File: src/rtl/bru_pkg.sv
package bru_pkg;
  localparam int unsigned INSN_W = 32;
  localparam int unsigned HALF_W = 16;
  localparam int unsigned REG_W  = 5;

  localparam logic [5:0] OP_BCC_R = 6'b100111;
  localparam logic [5:0] OP_BCC_I = 6'b101111;
  localparam logic [5:0] OP_JMP_R = 6'b100110;
  localparam logic [5:0] OP_JMP_I = 6'b101110;
  localparam logic [5:0] OP_RET   = 6'b101101;
  localparam logic [5:0] OP_PFX   = 6'b101100;

  localparam logic [4:0] JMP_BREAK = 5'b01100;
  localparam logic [4:0] RET_IE    = 5'b10001;
  localparam logic [4:0] RET_BRK   = 5'b10010;
  localparam logic [4:0] RET_EXC   = 5'b10100;

  typedef enum logic [3:0] {
    CC_EQ = 4'd0, CC_NE = 4'd1, CC_LT = 4'd2,
    CC_LE = 4'd3, CC_GT = 4'd4, CC_GE = 4'd5
  } cond_e;

  typedef struct packed {
    logic taken;
    logic delay;
    logic link_we;
    logic brk_set;
    logic ie_set;
    logic brk_clr;
    logic exc_ret;
    logic illegal;
  } resolve_t;
endpackage

File: src/rtl/bru_prefix.sv
module bru_prefix
  import bru_pkg::*;
(
  input  logic              clk,
  input  logic              rst,
  input  logic              in_valid,
  input  logic              is_prefix,
  input  logic [HALF_W-1:0] imm_lo,
  output logic              pfx_valid,
  output logic [HALF_W-1:0] pfx_hi
);
  always_ff @(posedge clk) begin
    if (rst) begin
      pfx_valid <= 1'b0;
      pfx_hi    <= '0;
    end else if (in_valid) begin
      pfx_valid <= is_prefix;
      if (is_prefix) pfx_hi <= imm_lo;
    end
  end
endmodule

File: src/rtl/bru_cond.sv
module bru_cond
  import bru_pkg::*;
#(
  parameter int unsigned XLEN = 32
) (
  input  logic [XLEN-1:0] value,
  input  logic [3:0]      code,
  output logic            hit,
  output logic            bad
);
  logic is_zero, is_neg;
  assign is_zero = (value == '0);
  assign is_neg  = value[XLEN-1];

  always_comb begin
    hit = 1'b0;
    bad = 1'b0;
    case (code)
      CC_EQ:   hit = is_zero;
      CC_NE:   hit = !is_zero;
      CC_LT:   hit = is_neg;
      CC_LE:   hit = is_neg || is_zero;
      CC_GT:   hit = !is_neg && !is_zero;
      CC_GE:   hit = !is_neg;
      default: bad = 1'b1;
    endcase
  end
endmodule

File: src/rtl/bru_decode.sv
module bru_decode
  import bru_pkg::*;
#(
  parameter int unsigned XLEN = 32
) (
  input  logic [INSN_W-1:0] insn,
  input  logic [XLEN-1:0]   pc,
  input  logic [XLEN-1:0]   opa,
  input  logic [XLEN-1:0]   opb,
  input  logic              pfx_valid,
  input  logic [HALF_W-1:0] pfx_hi,
  output resolve_t          res,
  output logic [XLEN-1:0]   target,
  output logic              is_prefix
);
  logic [5:0]        opc;
  logic [REG_W-1:0]  fd, fa;
  logic [HALF_W-1:0] imm16;
  logic              imm_form;
  logic signed [INSN_W-1:0] imm_w;
  logic [XLEN-1:0]   imm_x, base, offs;
  logic              cc_hit, cc_bad;

  assign opc      = insn[31:26];
  assign fd       = insn[25:21];
  assign fa       = insn[20:16];
  assign imm16    = insn[15:0];
  assign imm_form = insn[29];
  assign is_prefix = (opc == OP_PFX);

  always_comb begin
    if (imm_form && pfx_valid) imm_w = {pfx_hi, imm16};
    else                       imm_w = {{HALF_W{imm16[HALF_W-1]}}, imm16};
  end
  assign imm_x = XLEN'(imm_w);

  bru_cond #(.XLEN(XLEN)) u_cond (
    .value (opa),
    .code  (fd[3:0]),
    .hit   (cc_hit),
    .bad   (cc_bad)
  );

  // one shared adder: base selects pc, opa or zero; offset selects opb or immediate
  assign offs   = imm_form ? imm_x : opb;
  assign target = base + offs;

  always_comb begin
    res  = '0;
    base = pc;
    case (opc)
      OP_BCC_R, OP_BCC_I: begin
        res.taken   = cc_hit;
        res.illegal = cc_bad;
        res.delay   = cc_hit && fd[4];
      end
      OP_JMP_R, OP_JMP_I: begin
        res.taken   = 1'b1;
        res.delay   = fa[4];
        res.link_we = fa[2];
        res.brk_set = (fa == JMP_BREAK);
        if (fa[3]) base = '0;
      end
      OP_RET: begin
        res.taken   = 1'b1;
        res.delay   = 1'b1;
        res.ie_set  = (fd == RET_IE);
        res.brk_clr = (fd == RET_BRK);
        res.exc_ret = (fd == RET_EXC);
        base        = opa;
      end
      default: ;
    endcase
  end
endmodule

File: src/rtl/branch_resolver.sv
module branch_resolver
  import bru_pkg::*;
#(
  parameter int unsigned XLEN = 32
) (
  input  logic              clk,
  input  logic              rst,
  input  logic              in_valid,
  input  logic [31:0]       in_insn,
  input  logic [XLEN-1:0]   in_pc,
  input  logic [XLEN-1:0]   in_opa,
  input  logic [XLEN-1:0]   in_opb,
  output logic              out_valid,
  output logic              br_taken,
  output logic [XLEN-1:0]   br_target,
  output logic              br_delay,
  output logic              link_we,
  output logic [4:0]        link_reg,
  output logic [XLEN-1:0]   link_data,
  output logic              brk_set,
  output logic              ie_set,
  output logic              brk_clr,
  output logic              exc_ret,
  output logic              illegal
);
  logic              pfx_valid, is_prefix;
  logic [HALF_W-1:0] pfx_hi;
  resolve_t          res_d, res_q;
  logic [XLEN-1:0]   target_d;

  bru_prefix u_prefix (
    .clk       (clk),
    .rst       (rst),
    .in_valid  (in_valid),
    .is_prefix (is_prefix),
    .imm_lo    (in_insn[15:0]),
    .pfx_valid (pfx_valid),
    .pfx_hi    (pfx_hi)
  );

  bru_decode #(.XLEN(XLEN)) u_decode (
    .insn      (in_insn),
    .pc        (in_pc),
    .opa       (in_opa),
    .opb       (in_opb),
    .pfx_valid (pfx_valid),
    .pfx_hi    (pfx_hi),
    .res       (res_d),
    .target    (target_d),
    .is_prefix (is_prefix)
  );

  always_ff @(posedge clk) begin
    if (rst) begin
      out_valid <= 1'b0;
      res_q     <= '0;
      br_target <= '0;
      link_reg  <= '0;
      link_data <= '0;
    end else begin
      out_valid <= in_valid;
      res_q     <= in_valid ? res_d : '0;
      if (in_valid) begin
        br_target <= target_d;
        link_reg  <= in_insn[25:21];
        link_data <= in_pc;
      end
    end
  end

  assign br_taken = res_q.taken;
  assign br_delay = res_q.delay;
  assign link_we  = res_q.link_we;
  assign brk_set  = res_q.brk_set;
  assign ie_set   = res_q.ie_set;
  assign brk_clr  = res_q.brk_clr;
  assign exc_ret  = res_q.exc_ret;
  assign illegal  = res_q.illegal;
endmodule

File: config.mk
export PLATFORM = sky130hd
export DESIGN_NAME = branch_resolver
export DESIGN_NICKNAME = d
export VERILOG_FILES = /design/src/rtl/bru_pkg.sv /design/src/rtl/bru_prefix.sv /design/src/rtl/bru_cond.sv /design/src/rtl/bru_decode.sv /design/src/rtl/branch_resolver.sv
export SDC_FILE = /design/constraint.sdc
export NUM_CORES = 1
export LEC_CHECK = 0
export ABC_AREA = 1
export BUFFER_PORTS_ARGS = -buffer_cell sky130_fd_sc_hd__buf_2
export CAP_MARGIN = 20
export CORE_ASPECT_RATIO = 0.75
export CORE_UTILIZATION = 47
export DETAILED_ROUTE_END_ITERATION = 12
export PLACE_DENSITY = 0.84
export SLEW_MARGIN = 20
export SYNTH_ARGS = -nofsm -noshare
export SYNTH_HDL_FRONTEND = slang
export SYNTH_SLANG_ARGS = --single-unit
File: constraint.sdc
create_clock -name clk -period 2.5 [get_ports clk]
set_input_delay 0.125 -clock clk [delete_from_list [all_inputs] [get_ports clk]]
set_output_delay 0.125 -clock clk [all_outputs]
set_load 0.01 [all_outputs]
Word-level counts from Yosys, hierarchy flattened
Cells that the tools add are included.
{"block": "word_totals", "register_bits": 95}
{"block": "op_classes", "n_reduce_logical": 16, "eq_ne": 15, "n_bitwise": 4, "muxes": 7, "addsub": 1}
{"op": "2-to-1 mux 32 bit", "count": 3}
{"op": "one-hot mux 32 bit (2 select lines)", "count": 1}
{"op": "equality test 6 bit, second input constant", "count": 6}
{"op": "adder 32 bit", "count": 1}
{"op": "zero test 32 bit", "count": 1}
{"op": "equality test 5 bit, second input constant", "count": 3}
{"op": "OR reduction 3 bit", "count": 3}
{"op": "equality test 4 x 2 -> 1 bit, second input constant", "count": 2}
{"op": "equality test 4 x 3 -> 1 bit, second input constant", "count": 2}
{"op": "one-hot mux 1 bit (6 select lines)", "count": 1}
{"op": "one-hot mux 2 bit (3 select lines)", "count": 1}
{"op": "OR reduction 2 bit", "count": 3}
{"op": "OR reduction 6 bit", "count": 1}
{"op": "equality test 5 x 4 -> 1 bit, second input constant", "count": 1}
{"op": "equality test 4 x 1 -> 1 bit, second input constant", "count": 1}
{"op": "zero test 4 bit", "count": 1}
{"op": "inverter 1 bit", "count": 4}
{"op": "logical AND 1 bit", "count": 3}
{"op": "zero test 1 bit", "count": 2}
{"op": "AND reduction 2 bit", "count": 1}
{"op": "logical OR 1 bit", "count": 1}
{"op": "2-to-1 mux 1 bit", "count": 1}

Logic depth before layout (Yosys ltp)
{"block": "depth", "depth_word": 6, "mapped_depth": 25, "ltp_nobuf": 23}

By module
A second synthesis with hierarchy kept.
{"block": "unflattened", "cells_unflattened": 1375, "area_unflattened_um2": 7551.0}
{"module": "bru_decode", "n_inst": 1, "cells_each": 752, "area_each_um2": 3594.7, "seq_area_each_um2": 0.0}
{"module": "branch_resolver", "n_inst": 1, "cells_each": 464, "area_each_um2": 3036.7, "seq_area_each_um2": 1561.5}
{"module": "bru_prefix", "n_inst": 1, "cells_each": 106, "area_each_um2": 700.7, "seq_area_each_um2": 340.3}
{"module": "bru_cond", "n_inst": 1, "cells_each": 53, "area_each_um2": 219.0, "seq_area_each_um2": 0.0}

Worst setup path before layout
OpenSTA, ideal clock, no wires.
{"block": "synth_path", "kind": "input to register", "start": "in in_insn[29]", "end": "reg br_target[18]", "path_buffers": 2, "arrival_time_ns": 2.464, "path_slack_ns": -0.081, "t_required_ns": 2.383, "path_stages": 22, "cell_sequence": "buf_4 nand2_1 nor3_2 nand2_2 inv_2 buf_2 nand2_1 o21ai_0 ha_1 inv_1 fa_1 inv_1 nand3_1 nand2_1 nand2_1 nand2_1 a21o_1 nand2_1 nand3_1 nand2_1 nor2_1 nor2_1"}
{"block": "synth_via", "elab_chain_cells": 4, "word_cells_on_any_way": 9}
{"element": "start: declaration", "line_no": "branch_resolver.sv:9", "source": "input logic [31:0] in_insn,"}
{"element": "equality test 6 bit / logical AND 1 bit (equally long branches)", "line_no": "bru_decode.sv:51, bru_decode.sv:32"}
{"element": "OR reduction 2 bit / 2-to-1 mux 32 bit (equally long branches)", "line_no": "bru_decode.sv:51, bru_decode.sv:32"}
{"element": "one-hot mux 32 bit (2 select lines) / 2-to-1 mux 32 bit (equally long branches)", "line_no": "bru_decode.sv:51, bru_decode.sv:45"}
{"element": "adder 32 bit *", "line_no": "bru_decode.sv:46", "source": "assign target = base + offs;"}
{"element": "end signal: assignment", "line_no": "branch_resolver.sv:64", "source": "br_target <= target_d;"}
{"element": "end: declaration", "line_no": "branch_resolver.sv:15", "source": "output logic [XLEN-1:0] br_target,"}
Mark *: on every way between the ends. The rest lies on a longest branch, timed or not.
A chain may end at the register's enable or synchronous reset.

Worst setup path in the final report
{"block": "layout_path", "start": "in in_insn[28]", "end": "reg br_target[10]"}
{"block": "layout_via", "elab_chain_cells": 4, "word_cells_on_any_way": 6}
{"element": "equality test 6 bit", "line_no": "bru_decode.sv:51", "source": "case (opc)"}
{"element": "OR reduction 2 bit", "line_no": "bru_decode.sv:51"}
{"element": "one-hot mux 32 bit (2 select lines) *", "line_no": "bru_decode.sv:51"}
{"element": "adder 32 bit *", "line_no": "bru_decode.sv:46"}
Marked as above.

==> impl_metrics.toml <==
[finish]
final_cell_mix = "nand2_1 (279), buf_2 (208), inv_1 (128)"
final_nets = 1535
multi_input_area_um2 = 4590
drive_gt1_frac = 0.377
final_cells = 1546
area_growth_pct = 50.1
final_cell_area_um2 = 9580
diodes = 0
fillers = 1045
seqCellArea_um2 = 1900
layout_commonest_cell = "nand2_1"
top_regs = "br_target x32, link_data x32, u_prefix.pfx_hi x16"

[sta]
slew_headroom = 0.530
fin_crit_ns = 2.44
fin_crit_sh = 0.975
worst_slack_ns = 0.0636
slew_violations = 0
finClkSkew_ns = 0.0125
final-hold-violation-count = 0
rsz0062_at_grt = "true"
whs_ns = 0.0158
finalSetupViolations = 0
max_freq_mhz = 410
worst_pin_slew_ns = 0.704

[floorplanning]
die-height_um = 103
start_util = 0.487
dieArea_um2 = 14100
die_w_um = 137
core_um2 = 13100
fp-row-count = 36
boundaryPins = 209

[yosys]
ys_types = 41
synthXorXnorAreaFrac = 0.0178
ys.flop_type = "dfxtp_1"
netlist_instances = 1059
synth_warnings = 0
synthSimpleGateAreaFrac = 0.346
synth_compound_area_frac = 0.161
synth_mux_area_frac = 0
synth-edff-count = 0
ys_ff_latch = 95
avgSynthCellArea_um2 = 6.03
synth_fa_ha_area_frac = 0.0678
synth_sequential_area_ratio = 0.298
async_flop_share = 0
synth_area_um2 = 6380
synth_top_family_by_area = "simple AND/OR/NAND/NOR gates"
synth_nets = 1224

[placed_design]
hpwl_um = 19200
dp_slack_ns = -0.328
placed_cell_area_um2 = 8370
io_buffers = 208
placed_cells = 1515
gp_congestion = 1.01

[setup_path]
crit_top_cell = "nand2_4"
critPathKind = "in -> reg"
start_kind = "input port"
slowest_delay_ns = 0.39
arrival_ns = 2.68
slowest_stage = "fa_2"
reg2reg_slack_ns = 0.16
cpLargestDelayFamily = "simple AND/OR/NAND/NOR gates"
cp-end-kind = "flip-flop"
crit_chain = "buf_2 > nand2_2 > nor2_4 > nand2_4 > o21ai_4 > inv_4 > buf_4 > o21ai_2 > ha_2 > inv_2 > fa_2 > inv_2 > nand3_2 > nand2_4 > nand2_4 > nand2_4 > a21o_4 > buf_6 > nand2_1 > inv_1 > o21ai_1 > nand2_1 > inv_1"
path_buf_inv = 8
critPathRequiredTime_ns = 2.75
critPathMaxFanout = 8
timing.rr.start = "u_prefix.pfx_valid"
ff2ff_path_depth = 17
r2r_end = "br_target[21]"

[clock_network]
clockBufferDepth = 2
cts_made_buffers = 9
tritoncts = "yes"
clock-sinks = 95
path_clk_slew_ns = 0.08
htree_levels = 3
clock_latency_ns = 0.35
cts_root_buffer = "clkbuf_16"

[detailed_routing]
top_layer = "met4"
dr_wl_met2_um = 11200
vias = 8199
met3WireLength_um = 2740
vias_per_cell = 5.30
firstDrtPassIters = 5
routed_wl_um = 25100
wl_per_cell_um = 16.3
drc = 0
wl_met1_um = 10600
drt_iter0_drc = 736
ant_nets = 0

[global_routing]
grt_antenna_before_repair = 0
grt-ovfl-total = 0
grt_max_degree = 41
grt_first_pass_wirelength_um = 36000
grt_pass1_vias = 7219
grt_use_total = 0.335

[run]
drv_cap = 0

[pwr]
total_power_uw = 4980
peakVddDrop_v = 0.000360
cellPowerDensity_nw_per_um2 = 520
leakagePower_uw = 0.00500

[run_status]
status = "finished clean"

[min_path]
min_to = "u_prefix.pfx_hi[5]"
holdPathStages = 3
hp-start = "in_insn[5]"
hold_path_class = "in -> reg"
==> synthesized netlist by cell type, types with 3 or more instances <==
cell / number / area share
o21ai_1: 14 / 0.011
inv_1: 136 / 0.080
and2_1: 3 / 0.0029
buf_4: 3 / 0.0035
xor2_1: 10 / 0.014
o22ai_1: 5 / 0.0049
nand3_1: 47 / 0.037
dfxtp_1: 95 / 0.30
nor2_1: 151 / 0.089
buf_2: 7 / 0.0055
clkbuf_1: 21 / 0.012
o21ai_0: 119 / 0.093
a21oi_1: 43 / 0.034
nand2_1: 316 / 0.19
nand3b_1: 3 / 0.0035
nor3_1: 7 / 0.0055
nand4_1: 7 / 0.0069
ha_1: 33 / 0.065
xnor2_1: 3 / 0.0041
o21bai_1: 4 / 0.0047
inv_2: 3 / 0.0018
==> timing repair <==
| item | in CTS | in global routing |
|---|---|---|
| hold endpoints to repair | 1 | 0 |
| setup buffers | 0 | 13 |
| resized for setup | 6 | 218 |
| pin swaps | 0 | 48 |
| cloned | 0 | 1 |
| endpoints found under the setup margin | 5 | 24 |
| hold buffers | 1 | 0 |
==> report_power, final <==
part / switching, uW / leakage, uW / internal (uW) / total [uW]
clock: 694 / 0.000140 / 708 / 1400
combinational: 1090 / 0.00408 / 823 / 1920
sequential: 55.9 / 0.000781 / 1610 / 1670
==> stage by stage <==
stage / utilization / setup TNS [ns]
after global placement: 0.638 / -4.19
after detailed placement: 0.638 / -5.49
after CTS: 0.664 / -0.0137
after floorplan: - / 0
after global routing: 0.731 / -0.611
final: 0.731 / 0
==> worst max path at each step <==
stage | startpoint | endpoint | slack [ns] | cells past startpoint
after global routing | in_insn[28] | br_target[30] | -0.09 | 21
after global placement | in_insn[27] | br_target[24] | -0.31 | 19
after floorplan | in_insn[29] | br_target[18] | 0.002 | 23
after CTS | u_prefix.pfx_valid | br_target[30] | -0.01 | 18
after detailed placement | in_insn[27] | br_target[27] | -0.33 | 19
final | in_insn[28] | br_target[10] | 0.06 | 23
==> area by class of cell <==
| class | instances | share of cell area |
|---|---|---|
| timing repair inverter | 1 | 0.000784 |
| inverter | 141 | 0.0565 |
| tap | 171 | 0.0223 |
| sequential | 95 | 0.199 |
| multi-input combinational | 789 | 0.479 |
| clock buffer | 9 | 0.0235 |
| timing repair buffer | 333 | 0.212 |
| clock inverter | 7 | 0.00771 |
==> cell families (layout without fill, tap and decap cells) <==
family / after synthesis / after routing
and+or+nand+nor: 546 / 546
AOI/OAI and AO/OA: 196 / 196
buffers and inverters: 175 / 491
DFF: 95 / 95
adders and majority gates: 34 / 34
xor gates and xnor gates: 13 / 13
==> worst register-to-register path: stages (launching register included) <==
cell and delay, ns:
dfxtp_1 0.33, nand2_1 0.05, nand2_1 0.06, nand2_1 0.07
inv_2 0.10, buf_4 0.12, nand2_1 0.05, o21ai_1 0.11
inv_1 0.10, ha_4 0.35, nand2_4 0.10, nor2_4 0.13
and2_1 0.20, nand3_1 0.14, nand4_1 0.13, nand3_1 0.10
nand2_1 0.08, inv_1 0.04
==> routing by layer <==
metal  up-vias  global-route usage
li1       3978                   -
met1      3730               0.450
met2       440               0.529
met3        51              0.0767
met4         0               0.110
met5         -                   0
(Power assumes the default switching activity.)
